==> config.mk <==
export PLATFORM = sky130hd
export DESIGN_NAME = sio_rx_top
export DESIGN_NICKNAME = d
export VERILOG_FILES = /design/src/rtl/sio_rx_pkg.sv /design/src/rtl/sio_rx_sync.sv /design/src/rtl/sio_rx_frame.sv /design/src/rtl/sio_rx_regs.sv /design/src/rtl/sio_rx_top.sv
export SDC_FILE = /design/constraint.sdc
export NUM_CORES = 1
export LEC_CHECK = 0
export ABC_CLOCK_PERIOD_IN_PS = 4100
export BUFFER_PORTS_ARGS = -buffer_cell sky130_fd_sc_hd__buf_4
export CAP_MARGIN = 0
export CORE_UTILIZATION = 30
export CTS_CLUSTER_SIZE = 30
export DETAILED_ROUTE_END_ITERATION = 12
export PLACE_DENSITY = 0.44
export SYNTH_ARGS = -nofsm -noshare
export SYNTH_HDL_FRONTEND = slang
export SYNTH_SLANG_ARGS = --single-unit
==> constraint.sdc <==
create_clock -name clk -period 4.1 [get_ports clk]
set_input_delay 0.205 -clock clk [delete_from_list [all_inputs] [get_ports clk]]
set_output_delay 0.205 -clock clk [all_outputs]
set_load 0.02 [all_outputs]
==> src/rtl/sio_rx_pkg.sv <==
package sio_rx_pkg;
    localparam int STAT_W   = 4;
    localparam int FLG_FULL = 0;
    localparam int FLG_PERR = 1;
    localparam int FLG_FERR = 2;
    localparam int FLG_OVR  = 3;

    typedef enum logic [2:0] {
        FS_IDLE,
        FS_START,
        FS_DATA,
        FS_PAR,
        FS_STOP,
        FS_GUARD
    } frm_state_e;
endpackage

==> src/rtl/sio_rx_sync.sv <==
module sio_rx_sync #(
    parameter int STAGES = 2
) (
    input  logic clk,
    input  logic rst_n,
    input  logic din,
    output logic dout
);
    typedef struct packed {
        logic [STAGES-1:0] chain;
    } sync_t;

    sync_t cur_q, nxt_d;

    always_comb begin
        nxt_d = cur_q;
        nxt_d.chain = {cur_q.chain[STAGES-2:0], din};
    end

    always_ff @(posedge clk or negedge rst_n) begin
        if (!rst_n) cur_q <= '{chain: '1};
        else        cur_q <= nxt_d;
    end

    assign dout = cur_q.chain[STAGES-1];
endmodule

==> src/rtl/sio_rx_frame.sv <==
module sio_rx_frame
    import sio_rx_pkg::*;
#(
    parameter int OVS = 16,
    parameter int DW  = 8
) (
    input  logic          clk,
    input  logic          rst_n,
    input  logic          tick,
    input  logic          line,
    input  logic          rx_en,
    input  logic          lock,
    input  logic          par_en,
    input  logic          par_odd,
    input  logic          two_stop,
    input  logic          seven,
    output logic          done,
    output logic [DW-1:0] dout,
    output logic          perr,
    output logic          ferr,
    output logic          busy
);
    localparam int CNT_W = $clog2(OVS);
    localparam int IDX_W = $clog2(DW + 1);
    localparam logic [CNT_W-1:0] MID  = CNT_W'(OVS / 2 - 1);
    localparam logic [CNT_W-1:0] LAST = CNT_W'(OVS - 1);

    typedef struct packed {
        frm_state_e       st;
        logic [CNT_W-1:0] cnt;
        logic [IDX_W-1:0] idx;
        logic [DW-1:0]    sh;
        logic             last;
        logic             perr_acc;
        logic             done;
        logic [DW-1:0]    dout;
        logic             perr_o;
        logic             ferr_o;
    } frm_t;

    frm_t cur_q, nxt_d;

    logic [IDX_W-1:0] nbits;
    logic [DW-1:0]    data_now;

    always_comb begin
        nbits    = seven ? IDX_W'(DW - 1) : IDX_W'(DW);
        data_now = seven ? {1'b0, cur_q.sh[DW-1:1]} : cur_q.sh;
    end

    always_comb begin
        nxt_d      = cur_q;
        nxt_d.done = 1'b0;
        if (tick) begin
            nxt_d.last = line;
            nxt_d.cnt  = cur_q.cnt + 1'b1;
            unique case (cur_q.st)
                FS_IDLE: begin
                    nxt_d.cnt = '0;
                    if (!lock && cur_q.last && !line) begin
                        nxt_d.st = FS_START;
                    end
                end
                FS_START: begin
                    if (cur_q.cnt == MID) begin
                        nxt_d.cnt = '0;
                        if (!line) begin
                            nxt_d.st       = FS_DATA;
                            nxt_d.idx      = '0;
                            nxt_d.perr_acc = 1'b0;
                        end else begin
                            nxt_d.st = FS_IDLE;
                        end
                    end
                end
                FS_DATA: begin
                    if (cur_q.cnt == LAST) begin
                        nxt_d.cnt = '0;
                        nxt_d.sh  = {line, cur_q.sh[DW-1:1]};
                        nxt_d.idx = cur_q.idx + 1'b1;
                        if (cur_q.idx == nbits - 1'b1) begin
                            nxt_d.st = par_en ? FS_PAR : FS_STOP;
                        end
                    end
                end
                FS_PAR: begin
                    if (cur_q.cnt == LAST) begin
                        nxt_d.cnt      = '0;
                        nxt_d.perr_acc = (^data_now) ^ line ^ par_odd;
                        nxt_d.st       = FS_STOP;
                    end
                end
                FS_STOP: begin
                    if (cur_q.cnt == LAST) begin
                        nxt_d.cnt    = '0;
                        nxt_d.done   = 1'b1;
                        nxt_d.dout   = data_now;
                        nxt_d.ferr_o = !line;
                        nxt_d.perr_o = cur_q.perr_acc;
                        nxt_d.st     = two_stop ? FS_GUARD : FS_IDLE;
                    end
                end
                FS_GUARD: begin
                    if (cur_q.cnt == LAST) begin
                        nxt_d.cnt = '0;
                        nxt_d.st  = FS_IDLE;
                    end
                end
                default: nxt_d.st = FS_IDLE;
            endcase
        end
        if (!rx_en) begin
            nxt_d.st   = FS_IDLE;
            nxt_d.cnt  = '0;
            nxt_d.done = 1'b0;
        end
    end

    always_ff @(posedge clk or negedge rst_n) begin
        if (!rst_n) begin
            cur_q      <= '0;
            cur_q.st   <= FS_IDLE;
            cur_q.last <= 1'b1;
        end else begin
            cur_q <= nxt_d;
        end
    end

    assign done = cur_q.done;
    assign dout = cur_q.dout;
    assign perr = cur_q.perr_o;
    assign ferr = cur_q.ferr_o;
    assign busy = (cur_q.st != FS_IDLE);
endmodule

==> src/rtl/sio_rx_regs.sv <==
module sio_rx_regs
    import sio_rx_pkg::*;
#(
    parameter int DW = 8
) (
    input  logic              clk,
    input  logic              rst_n,
    input  logic              done,
    input  logic [DW-1:0]     din,
    input  logic              perr,
    input  logic              ferr,
    input  logic              addr,
    input  logic              rd,
    input  logic              wr,
    input  logic [STAT_W-1:0] wdata,
    output logic [DW-1:0]     rdata,
    output logic [DW-1:0]     data,
    output logic [STAT_W-1:0] flags
);
    typedef struct packed {
        logic [DW-1:0]     data;
        logic [STAT_W-1:0] flg;
        logic [STAT_W-1:0] arm;
        logic [DW-1:0]     rdata;
    } reg_t;

    reg_t cur_q, nxt_d;

    always_comb begin
        nxt_d = cur_q;
        if (wr && addr) begin
            for (int i = 0; i < STAT_W; i++) begin
                if (cur_q.arm[i] && !wdata[i]) nxt_d.flg[i] = 1'b0;
            end
            nxt_d.arm = '0;
        end
        if (rd) begin
            if (addr) begin
                nxt_d.rdata = {{(DW - STAT_W){1'b0}}, cur_q.flg};
                nxt_d.arm   = nxt_d.arm | cur_q.flg;
            end else begin
                nxt_d.rdata = cur_q.data;
            end
        end
        if (done) begin
            if (perr || ferr) begin
                nxt_d.data = din;
                if (perr) nxt_d.flg[FLG_PERR] = 1'b1;
                if (ferr) nxt_d.flg[FLG_FERR] = 1'b1;
            end else if (nxt_d.flg[FLG_FULL]) begin
                nxt_d.flg[FLG_OVR] = 1'b1;
            end else begin
                nxt_d.data          = din;
                nxt_d.flg[FLG_FULL] = 1'b1;
            end
        end
    end

    always_ff @(posedge clk or negedge rst_n) begin
        if (!rst_n) cur_q <= '0;
        else        cur_q <= nxt_d;
    end

    assign rdata = cur_q.rdata;
    assign data  = cur_q.data;
    assign flags = cur_q.flg;
endmodule

==> src/rtl/sio_rx_top.sv <==
module sio_rx_top
    import sio_rx_pkg::*;
#(
    parameter int OVS         = 16,
    parameter int DW          = 8,
    parameter int SYNC_STAGES = 2
) (
    input  logic              clk,
    input  logic              rst_n,
    input  logic              rx_line,
    input  logic              baud_tick,
    input  logic              rx_en,
    input  logic              cfg_par_en,
    input  logic              cfg_par_odd,
    input  logic              cfg_two_stop,
    input  logic              cfg_seven,
    input  logic              reg_addr,
    input  logic              reg_rd,
    input  logic              reg_wr,
    input  logic [STAT_W-1:0] reg_wdata,
    output logic [DW-1:0]     reg_rdata,
    output logic [DW-1:0]     rx_data,
    output logic              rx_full,
    output logic              err_parity,
    output logic              err_frame,
    output logic              err_overrun
);
    logic              line_s;
    logic              frm_done;
    logic [DW-1:0]     frm_data;
    logic              frm_perr;
    logic              frm_ferr;
    logic              frm_busy;
    logic [STAT_W-1:0] flags;
    logic              lock;

    assign lock = flags[FLG_PERR] | flags[FLG_FERR];

    sio_rx_sync #(.STAGES(SYNC_STAGES)) sync_i (
        .clk  (clk),
        .rst_n(rst_n),
        .din  (rx_line),
        .dout (line_s)
    );

    sio_rx_frame #(.OVS(OVS), .DW(DW)) frame_i (
        .clk     (clk),
        .rst_n   (rst_n),
        .tick    (baud_tick),
        .line    (line_s),
        .rx_en   (rx_en),
        .lock    (lock),
        .par_en  (cfg_par_en),
        .par_odd (cfg_par_odd),
        .two_stop(cfg_two_stop),
        .seven   (cfg_seven),
        .done    (frm_done),
        .dout    (frm_data),
        .perr    (frm_perr),
        .ferr    (frm_ferr),
        .busy    (frm_busy)
    );

    sio_rx_regs #(.DW(DW)) regs_i (
        .clk  (clk),
        .rst_n(rst_n),
        .done (frm_done),
        .din  (frm_data),
        .perr (frm_perr),
        .ferr (frm_ferr),
        .addr (reg_addr),
        .rd   (reg_rd),
        .wr   (reg_wr),
        .wdata(reg_wdata),
        .rdata(reg_rdata),
        .data (rx_data),
        .flags(flags)
    );

    assign rx_full     = flags[FLG_FULL];
    assign err_parity  = flags[FLG_PERR];
    assign err_frame   = flags[FLG_FERR];
    assign err_overrun = flags[FLG_OVR];
endmodule

==> results by group, run 1 <==
Power
  • Psw: 289.6 uW
  • Power share of the combinational group: under 10%
  • Sw Ratio: 25.32%
  • Clock power frac: 40.5%
  • Internal power: 854.4 uW
  • Pwr Density: 347.2 nW/um2
  • Worst vdd ir: 120.7 uV
  • Sequential share of power: 52.1%
  • Final Total Pwr: 1.144 mW
  • Static Leak: roughly 1.5 nW

Placement
  • Pre-CTS setup slack: approximately 1.7 ns
  • Routability Congestion: 0.7633
  • IO buf count: 35
  • Detailed Place HPWL: 3.820 mm
  • Area after DPL: 3103 um2
  • Inst Count DP: about 400

Worst setup path
  • Crit-path max FO: 12
  • Kind of critical path: register to register
  • R2r setup slk: between 1.5 and 2 ns
  • CP arrival: 2.57 ns
  • Crit path launch type: register
  • Reg2reg end: frame_i.cur_q[21]
  • Reg-to-reg startpoint: frame_i.cur_q[25]
  • WP data required: ~4.3 ns
  • CP endpoint kind: register
  • Worst R2R Path Depth: 5

Yosys
  • EDFF count, synth: 0
  • Post-synth net total: 278
  • Seq cells post-synth: 58
  • Library cells used by synthesis: 47
  • Syn Std Cell Area: 2877 um2
  • Synth Instances: 260
  • Yosys warns: 0
  • Top FF cell, synth: dfrtp_1
  • Register area share after synthesis: 50.59%
  • Post-synth ARST share: 100.0%
  • Synth Area per Inst: 11.06 um2

STA
  • Final min period: 2.359 ns
  • Clk_skew: between 0.01 and 0.015 ns
  • Slew @ Worst Pin: 1.175 ns
  • Final worst setup slack: 1.741 ns
  • Crit share post-route: 57.53%
  • Setup_tns: 0 ns
  • Maximum clock rate: 0.4239 GHz
  • Slew HR: 20.98%
  • RSZ-0062 raised after global routing: false
  • Max Slew Vio Count: 0
  • # setup viols final: 0
  • Fin. Hold Viols: 0

Routing
  • Vias per std cell: between 4 and 5
  • Pre-antenna DRT Iters: 4
  • Antenna viol nets, final: 0
  • DRC Markers: 0
  • Initial drt markers: 93
  • Overall via count from detail_route: about 1900
  • Avg WL per Cell: 13.36 um
  • Post-Route WL: 5.529 mm

Worst hold path
  • Min-delay src: rx_en
  • Hold path depth: 2
  • HP Class: input pin to register
  • Hold Path End: frame_i.done

Cells and area
  • Final Non-Filler Cells: between 400 and 500
  • Most frequent cells in the layout: dfrtp_1, buf_4, nand2_1, nor2_1, mux2_1
  • Filler cell count: 964
  • Layout area overhead: 14.53%
  • Commonest non-fill, non-tap cell in the layout: dfrtp_1
  • Layout cell share with drive strength beyond 1: between 20% and 30%
  • Final #Nets: 298
  • Design area: roughly 3300 um2
  • # diodes: 0

CTS
  • Clock Sinks: 58
  • CTS Buffer Depth: 2
  • CTS root buf: clkbuf_8
  • H-tree Lvls: 3
  • Clock Pin Slew Worst Setup and Hold Paths: 0.07 ns
  • CTS tree: built
  • Number of buffers created by CTS: 9
  • Skew-Pair Late Insertion Delay: 0.34 ns
  • Post-cts sizing count: 0

Global routing
  • Largest net degree at the start of global routing: between 50 and 60
  • Via count of the first global-routing pass: 1825
  • Initial antenna violation count: 0
  • GR Overflow Total: 0
  • First-pass GRT wire length: 9.266 mm
  • All-Layer GR Usage: 12.23%

Floorplan
  • Die Wd: 99.92 um
  • CORE AREA: 9284 um2
  • Rows: 35
  • Top Ports: 36
  • Starting Density: 30.98%
  • Die ar.: 9984 um2
  • Die H: 99.92 um

Flow run
  • Max Cap Viol: 0

Run status
  • Status: completed
==> critical path, cell delays in order (launching register included) <==
cell	delay (ns)
dfrtp_1	0.39
ha_1	0.26
nand3_1	0.13
nor4_2	0.97
nor2_1	0.17
mux2_2	0.32
==> worst max path at each step <==
stage                     cells past startpoint  slack [ns]               from                 to
after detailed placement                      5        1.74  frame_i.cur_q[25]  frame_i.cur_q[21]
after CTS                                     5        1.70  frame_i.cur_q[25]  frame_i.cur_q[21]
final                                         5        1.74  frame_i.cur_q[25]  frame_i.cur_q[21]
after global placement                        5        1.82  frame_i.cur_q[25]  frame_i.cur_q[21]
after floorplan                               5        2.43  frame_i.cur_q[25]  frame_i.cur_q[24]
after global routing                          5        1.41  frame_i.cur_q[25]  frame_i.cur_q[21]
==> per-stage QoR <==
step | util [%] | hold WS, ns
after floorplan | - | -0.09059
after CTS | 35.49 | 0.1389
final | 35.49 | 0.1560
after detailed placement | 33.42 | 0.3145
after global placement | 33.42 | 0.3155
after global routing | 35.49 | 0.1539
==> synth_stat cells, drive strengths merged (2+ instances only) <==
cell / number / share of area, %
xor2: 4 / 1.2
buf: 25 / 6.5
and3: 2 / 0.43
o2111ai: 2 / 0.83
a32o: 4 / 1.4
mux2i: 13 / 4.5
mux2: 19 / 7.4
clkbuf: 3 / 0.39
nand4b: 5 / 1.5
a22o: 4 / 1.2
nor4b: 2 / 0.61
a21oi: 14 / 2.4
o21ai: 14 / 2.4
nand3: 4 / 0.70
nand2: 18 / 2.3
ha: 2 / 0.87
nor3: 5 / 0.87
dfstp: 3 / 2.7
nand2b: 5 / 1.1
nor2b: 6 / 1.3
nor2: 19 / 2.7
xnor2: 8 / 2.4
inv: 8 / 1.0
dfrtp: 55 / 48
==> final cells by class <==
type / count / area [um2] / share of cell area (%)
Sequential cell: 58 / 1455 / 44.17
Multi-Input combinational cell: 166 / 1194 / 36.23
Timing Repair Buffer: 37 / 282.8 / 8.583
Tap cell: 129 / 161.4 / 4.899
Clock buffer: 11 / 141.4 / 4.292
Clock inverter: 5 / 30.03 / 0.9115
Inverter: 8 / 30.03 / 0.9115
==> logic make-up after synthesis <==
family          count (synthesis)  share of synthesized area, %
flops                          58                         50.59
compound gates                 48                         11.66
fa+ha+maj                       2                        0.8698
buf+inv                        36                         7.916
mux                            32                         11.96
xor+xnor                       12                         3.654
simple gates                   72                         13.35
==> sequential cells by signal, indices dropped and copies added, names as in the netlist <==
name / cells
regs_i.rdata: 8
regs_i.flags: 4
regs_i.cur_q: 4
sync_i.cur_q: 2
frame_i.dout: 8
frame_i.perr: 1
regs_i.data: 8
frame_i.ferr: 1
frame_i.done: 1
frame_i.cur_q: 21
==> power groups by stage <==
stage / Sequential [mW] / Combinational [mW] / Clock, mW
floorplan: 0.607 / 0.0472 / 0
global placement: 0.608 / 0.0838 / 0
detailed placement: 0.607 / 0.0846 / 0
CTS: 0.597 / 0.0863 / 0.488
global route: 0.598 / 0.0949 / 0.512
finish: 0.596 / 0.0840 / 0.464
==> timing repair <==
item | CTS | global route
endpoints found under the hold margin | 56 | 0
buffers inserted | 0 | 0
hold buffers | 2 | 0
==> layer usage <==
layer / share of wire [%] / track usage, % / up-vias
met3: 4.5 / 2.925 / 10
met5: 0 / 0 / -
met4: 2.2 / 6.787 / 0
met1: 50 / 16.47 / 880
li1: - / - / 932
met2: 43 / 18.04 / 44
No activity file was read; power rests on OpenSTA's default activity.
==> run 2, diff against run 1 <==
--- a/config.mk
+++ b/config.mk
@@ -5,7 +5,8 @@
 export SDC_FILE = /design/constraint.sdc
 export NUM_CORES = 1
 export LEC_CHECK = 0
-export ABC_CLOCK_PERIOD_IN_PS = 4100
+export ABC_AREA = 1
+export ABC_CLOCK_PERIOD_IN_PS = 2500
 export BUFFER_PORTS_ARGS = -buffer_cell sky130_fd_sc_hd__buf_4
 export CAP_MARGIN = 0
 export CORE_UTILIZATION = 30
==> constraint.sdc (replaced) <==
create_clock -name clk -period 2.5 [get_ports clk]
set_input_delay 0.125 -clock clk [delete_from_list [all_inputs] [get_ports clk]]
set_output_delay 0.125 -clock clk [all_outputs]
set_load 0.02 [all_outputs]
==> run 2 against run 1 <==
Core utilization increased by 0.98 points. Critical path depth increased by 2. Hold slack got worse by 0.14 ns. Flip-flop and latch count unchanged. Clock skew about the same. Via count increased by 31%. Non-clock buffer count unchanged.
==> results by group, run 2 <==
CTS
  • Clock Pin Slew Worst Setup and Hold Paths: 0.08 ns (about the same)
  • Clock Sinks: 58 (unchanged)
  • Skew-Pair Late Insertion Delay: 0.34 ns (about the same)
  • Number of buffers created by CTS: 9 (unchanged)
  • CTS root buf: clkbuf_8
  • CTS Buffer Depth: 2 (unchanged)
  • CTS tree: built
  • Post CTS Setup Buffer Count: 0 (unchanged)
  • H-tree Lvls: 3 (unchanged)

Floorplan
  • Starting Density: 31.00% (about the same)
  • Die ar.: 10510 um2 (+5.2%)
  • Top Ports: 36 (unchanged)
  • Die Wd: 102.5 um (+2.6%)
  • CORE AREA: 9774 um2 (+5.3%)
  • Die H: 102.5 um (+2.6%)
  • Rows: 36 (+2.9%)

STA
  • RSZ-0062 raised after global routing: false
  • Maximum clock rate: 0.5542 GHz (+31%)
  • Slew @ Worst Pin: 0.7481 ns (-0.4273 ns)
  • Fin. Hold Viols: 0 (unchanged)
  • # setup viols final: 0 (unchanged)
  • Crit share post-route: 72.18% (+15 points)
  • Setup_tns: 0 ns (unchanged)
  • Clk_skew: 0.01033 ns (+0.00004890 ns)
  • Max Slew Vio Count: 0 (unchanged)
  • Final min period: 1.804 ns (-0.5544 ns)
  • Slew HR: 50.12% (+29 points)
  • Final worst setup slack: 0.6955 ns (-1.046 ns)

Placement
  • Routability Congestion: 0.8191 (+7.3%)
  • IO buf count: 35 (unchanged)
  • Pre-CTS setup slack: 0.6997 ns (-1.037 ns)
  • Detailed Place HPWL: 4.602 mm (+20%)
  • Area after DPL: 3296 um2 (+6.2%)

Power
  • Internal power: 1.739 mW (+100%)
  • Static Leak: 1.702 nW (+12%)
  • Clock power frac: 46.7% (+6.2 points)
  • Power share of the combinational group: 10.1% (+2.8 points)
  • Sw Ratio: 25.81% (+0.49 points)
  • Psw: 604.7 uW (+110%)
  • Worst vdd ir: 210.2 uV (+74%)
  • Pwr Density: 657.4 nW/um2 (+89%)
  • Final Total Pwr: 2.343 mW (+100%)
  • Sequential share of power: 43.2% (-8.9 points)

Routing
  • DRC Markers: 0 (unchanged)
  • Avg WL per Cell: 11.77 um (-12%)
  • Initial drt markers: 127 (+37%)
  • Antenna viol nets, final: 0 (unchanged)
  • Overall via count from detail_route: 2445 (+31%)
  • Vias per std cell: 4.503 (about the same)
  • Pre-antenna DRT Iters: 4 (unchanged)
  • Post-Route WL: 6.390 mm (+16%)

Cells and area
  • Most frequent cells in the layout: nand2_1, dfrtp_1, inv_1
  • Final #Nets: 423 (+42%)
  • Final Util: 36.47% (+0.98 points)
  • Largest register by flop count: frame_i.cur_q
  • Layout area overhead: 17.63%
  • Max reg flops: 21 (unchanged)
  • Commonest non-fill, non-tap cell in the layout: nand2_1
  • Layout cell share with drive strength beyond 1: 16.10% (-5.3 points)
  • # diodes: 0 (unchanged)
  • Design area: 3565 um2 (+8.2%)
  • Filler cell count: 1068 (+11%)

Flow run
  • Max Cap Viol: 0 (unchanged)

Global routing
  • Via count of the first global-routing pass: 2322 (+27%)
  • Largest net degree at the start of global routing: 59 (unchanged)
  • First-pass GRT wire length: 11.06 mm (+19%)
  • All-Layer GR Usage: 13.74% (+1.5 points)
  • GR Overflow Total: 0 (unchanged)
  • Initial antenna violation count: 0 (unchanged)

Yosys
  • Syn Std Cell Area: 3030 um2 (+5.4%)
  • Library cells used by synthesis: 31 (-34%)
  • Register area share after synthesis: 48.02% (-2.6 points)
  • Count leader, synth: nand2_1
  • Cell taking the most area after synthesis: dfrtp_1
  • Yosys warns: 0 (unchanged)
  • Post-synth ARST share: 100.0% (unchanged)
  • Synth top area share: 45.42% (-2.4 points)
  • Post-synth top cells: nand2_1, dfrtp_1, inv_1
  • Post-synth net total: 399 (+44%)
  • Synth Area per Inst: 7.954 um2 (-28%)
  • Seq cells post-synth: 58 (unchanged)
  • Synth area leaders: dfrtp_1, nand2_1, o21ai_0
  • EDFF count, synth: 0 (unchanged)
  • Top FF cell, synth: dfrtp_1
  • Synth Instances: 381 (+47%)

Worst setup path
  • WP data required: 2.76 ns (-1.55 ns)
  • CP arrival: 2.06 ns (-0.51 ns)
  • CP bufs+invs: 1 (+1)
  • Slowest stage cell, crit path: nand3_1
  • Crit path launch type: register
  • Family with the most delay on the worst path: simple AND/OR/NAND/NOR gates
  • Critical Path Max Stage Delay: 0.41 ns (-0.56 ns)
  • Crit-path max FO: 17 (+5)
  • CP endpoint kind: register
  • CP Cell Sequence: ha_1 -> nand2_2 -> nor2_4 -> nand3_1 -> inv_1 -> o211ai_1 -> o21ai_0
  • Kind of critical path: register to register

Worst hold path
  • HP Class: input pin to register

Run status
  • Status: completed
-- run 2: path summary, 6_finish.rpt --
path / startpoint / end / slack, ns / depth (start not counted)
max in group asynchronous: rst_n / frame_i.cur_q[19] / 1.61 / 2
min in group asynchronous: rst_n / regs_i.rdata[7] / 0.40 / 2
min: reg_wdata[2] / regs_i.flags[2] / 0.01 / 3
min reg2reg: sync_i.cur_q[0] / sync_i.cur_q[1] / 0.36 / 0
max: frame_i.cur_q[26] / frame_i.dout[6] / 0.70 / 7
max reg2reg: frame_i.cur_q[26] / frame_i.dout[6] / 0.70 / 7
-- run 2: tightest hold or removal path: cells and delay by family --
family	cells	cell delay [ns]
buffers and inverters	1	0.08
AO/OA/AOI/OAI	1	0.07
AND/OR/NAND/NOR	1	0.06
-- run 2: layout make-up --
class                   count  area [um2]  share of cell area [%]
clock inverters             7       125.1                   3.510
flip-flops and latches     58        1455                   40.82
repair buffers             37       282.8                   7.933
clock buffers               9       123.9                   3.475
inverters                  53       198.9                   5.581
multi-input cells         246        1212                   34.01
well taps                 133       166.4                   4.668
-- run 2: per-stage QoR --
step                cells  hold slack [ns]
floorplan             381          -0.1706
global placement      525           0.2332
detailed placement    525           0.2363
CTS                   543        0.0004934
global route          543          0.01684
finish                543          0.01472
-- run 2: timing repair --
item | 4_1_cts | 5_1_grt
hold endpoints to repair | 56 | 0
hold buffers | 2 | 0
gates resized for setup | 0 | 0
-- run 2: per-layer routing --
layer	routed length [um]	track usage [%]	vias up
met5	0	0	-
met3	273	2.508	11
met1	3102	18.28	1116
li1	-	-	1264
met4	129	7.253	0
met2	2884	21.28	54
-- run 2: kinds of logic (layout without fill, tap and decap cells) --
logic type               count (synthesis)  in the layout  share of synthesized area [%]
AO/OA/AOI/OAI                           75             75                          15.19
XOR/XNOR                                 2              2                         0.5781
adder cells (fa/ha/maj)                  2              2                         0.8256
buffers and inverters                   77            106                          11.97
flip-flops                              58             58                          48.02
AND/OR/NAND/NOR                        167            167                          23.41
-- run 2: power groups by stage --
| stage | Combinational (mW) | Clock [mW] | Sequential [mW] |
|---|---|---|---|
| 2_1_floorplan | 0.135 | 0 | 1.04 |
| 3_3_place_gp | 0.239 | 0 | 1.03 |
| 3_5_place_dp | 0.239 | 0 | 1.03 |
| 4_1_cts | 0.243 | 1.13 | 1.01 |
| 5_1_grt | 0.272 | 1.16 | 1.02 |
| 6_report | 0.237 | 1.09 | 1.01 |
==> run 3, diff against run 2 <==
--- a/config.mk
+++ b/config.mk
@@ -6,7 +6,7 @@
 export NUM_CORES = 1
 export LEC_CHECK = 0
 export ABC_AREA = 1
-export ABC_CLOCK_PERIOD_IN_PS = 2500
+export ABC_CLOCK_PERIOD_IN_PS = 1850
 export BUFFER_PORTS_ARGS = -buffer_cell sky130_fd_sc_hd__buf_4
 export CAP_MARGIN = 0
 export CORE_UTILIZATION = 30
==> constraint.sdc (replaced) <==
create_clock -name clk -period 1.85 [get_ports clk]
set_input_delay 0.0925 -clock clk [delete_from_list [all_inputs] [get_ports clk]]
set_output_delay 0.0925 -clock clk [all_outputs]
set_load 0.02 [all_outputs]
==> run 3 against run 2 <==
Combinational power up 39%. Clock power is 21% higher. Non-clock buffer count increased by 5. Critical path depth up 4. Die area is the same. Global-route usage fell by 0.46 points. Core utilization is 0.27 points higher. Routed wire length shrank 1.6%. Final cell count increased by 0.92%. First-iteration DRC count shrank 16%. Critical path type unchanged.
==> results by group, run 3 (synthesized netlist as in run 2, its figures left out) <==
Power
  • Worst vdd ir: 254.0 uV (+21%)
  • Pwr Density: 839.4 nW/um2 (+28%)
  • Static Leak: 1.705 nW (+0.18%)
  • Final Total Pwr: 3.014 mW (+29%)

Worst setup path
  • CP endpoint kind: register
  • Crit-path max FO: 4 (-13)
  • Kind of critical path: register to register
  • CP arrival: 1.89 ns (-0.17 ns)
  • Crit path launch type: register
  • WP data required: 2.12 ns (-0.64 ns)

Cells and area
  • Layout area overhead: 18.50%
  • Commonest non-fill, non-tap cell in the layout: nand2_1
  • Layout cell share with drive strength beyond 1: 16.63% (+0.53 points)
  • Final Non-Filler Cells: 548 (+0.92%)
  • Design area: 3591 um2 (+0.74%)
  • # diodes: 0 (unchanged)
  • Filler cell count: 1055 (-1.2%)
  • Most frequent cells in the layout: nand2_1, dfrtp_1, inv_1
  • Max reg flops: 21 (unchanged)
  • Largest register by flop count: frame_i.cur_q
  • Final #Nets: 428 (+1.2%)

CTS
  • Skew-Pair Late Insertion Delay: 0.34 ns (about the same)
  • CTS Buffer Depth: 2 (unchanged)
  • CTS tree: built
  • H-tree Lvls: 3 (unchanged)
  • Number of buffers created by CTS: 9 (unchanged)
  • Clock Sinks: 58 (unchanged)
  • Clock Pin Slew Worst Setup and Hold Paths: 0.07 ns (about the same)
  • CTS root buf: clkbuf_8
  • Post CTS Setup Buffer Count: 0 (unchanged)

Flow run
  • Max Cap Viol: 0 (unchanged)

Placement
  • IO buf count: 35 (unchanged)
  • Routability Congestion: 0.8241 (+0.61%)
  • Area after DPL: 3303 um2 (+0.23%)
  • Inst Count DP: 526 (+0.19%)
  • Detailed Place HPWL: 4.474 mm (-2.8%)

STA
  • Setup_tns: 0 ns (unchanged)
  • Slew @ Worst Pin: 0.7546 ns (+0.006429 ns)
  • # setup viols final: 0 (unchanged)
  • Slew HR: 49.70% (-0.43 points)
  • Fin. Hold Viols: 0 (unchanged)
  • Max Slew Vio Count: 0 (unchanged)
  • Maximum clock rate: 0.6163 GHz (+11%)
  • Crit share post-route: 87.70% (+16 points)
  • Clk_skew: 0.01026 ns (-0.00007000 ns)
  • RSZ-0062 raised after global routing: false
  • Final min period: 1.622 ns (-0.1820 ns)

Floorplan
  • Rows: 36 (unchanged)
  • Die Wd: 102.5 um (unchanged)
  • Die ar.: 10510 um2 (unchanged)
  • Top Ports: 36 (unchanged)
  • Starting Density: 31.00% (unchanged)
  • CORE AREA: 9774 um2 (unchanged)
  • Die H: 102.5 um (unchanged)

Routing
  • Initial drt markers: 107 (-16%)
  • Avg WL per Cell: 11.48 um (-2.5%)
  • Pre-antenna DRT Iters: 6 (+2)
  • DRC Markers: 0 (unchanged)
  • Post-Route WL: 6.290 mm (-1.6%)
  • Vias per std cell: 4.432 (-1.6%)
  • Antenna viol nets, final: 0 (unchanged)
  • Overall via count from detail_route: 2429 (-0.65%)

Global routing
  • Initial antenna violation count: 0 (unchanged)
  • First-pass GRT wire length: 10.79 mm (-2.4%)
  • Largest net degree at the start of global routing: 59 (unchanged)
  • GR Overflow Total: 0 (unchanged)
  • All-Layer GR Usage: 13.28% (-0.46 points)
  • Via count of the first global-routing pass: 2327 (+0.22%)

Run status
  • Status: completed

Worst hold path
  • HP Class: input pin to register
[run 3: worst paths after layout]
| path | cells after the start | slack [ns] | endpoint | startpoint |
|---|---|---|---|---|
| hold reg to reg | 0 | 0.36 | sync_i.cur_q[1] | sync_i.cur_q[0] |
| min in group asynchronous | 2 | 0.39 | regs_i.rdata[7] | rst_n |
| setup reg to reg | 11 | 0.23 | frame_i.cur_q[24] | frame_i.cur_q[25] |
| hold / removal | 3 | 0.03 | regs_i.flags[0] | reg_wdata[0] |
| setup / recovery | 11 | 0.23 | frame_i.cur_q[24] | frame_i.cur_q[25] |
| max in group asynchronous | 2 | 0.97 | frame_i.dout[2] | rst_n |
[run 3: critical path, cell delays in order, from the launching register on]
cell and delay, ns:
dfrtp_1 0.38, ha_2 0.21, nand2_2 0.08, nor2_1 0.11, nand2_1 0.10, a21oi_2 0.16, inv_1 0.11, nor2_4 0.12
nand3_1 0.08, nand2_1 0.06, o21ai_1 0.05, nor2_1 0.09
[run 3: report_power, final]
group | total, mW | leakage (nW) | switching, mW | internal (mW)
Sequential | 1.37 | 0.779 | 0.0408 | 1.33
Combinational | 0.329 | 0.817 | 0.204 | 0.125
Clock | 1.32 | 0.109 | 0.527 | 0.791
[run 3: per-layer routing]
layer  share of wire [%]  vias to the layer above  global-route usage (%)
li1                    -                     1266                       -
met1                  51                     1104                   17.23
met2                  44                       44                   21.28
met3                 3.6                       15                   2.644
met4                 1.9                        0                   6.264
met5                   0                        -                       0
[run 3: area by class of cell]
class	instances	area, um2	share of cell area (%)
well taps	133	166.4	4.634
inverters	53	198.9	5.540
repair buffers	42	330.3	9.199
multi-input cells	246	1221	34.01
clock buffers	11	141.4	3.937
clock inverters	5	77.57	2.160
flip-flops and latches	58	1455	40.52
[run 3: per-stage QoR]
step	utilization [%]	worst slack [ns]	hold slack (ns)
4_1_cts	36.65	0.1842	0.01877
6_report	36.74	0.2275	0.03334
3_3_place_gp	33.79	0.2659	0.2018
2_1_floorplan	-	0.3959	-0.2031
5_1_grt	36.74	0.007005	0.05239
3_5_place_dp	33.79	0.2279	0.2028
[run 3: what timing repair did]
action,in CTS,in global routing
gates resized for setup,0,3
hold endpoints to repair,60,0
hold buffers,6,0
endpoints found under the setup margin,0,2
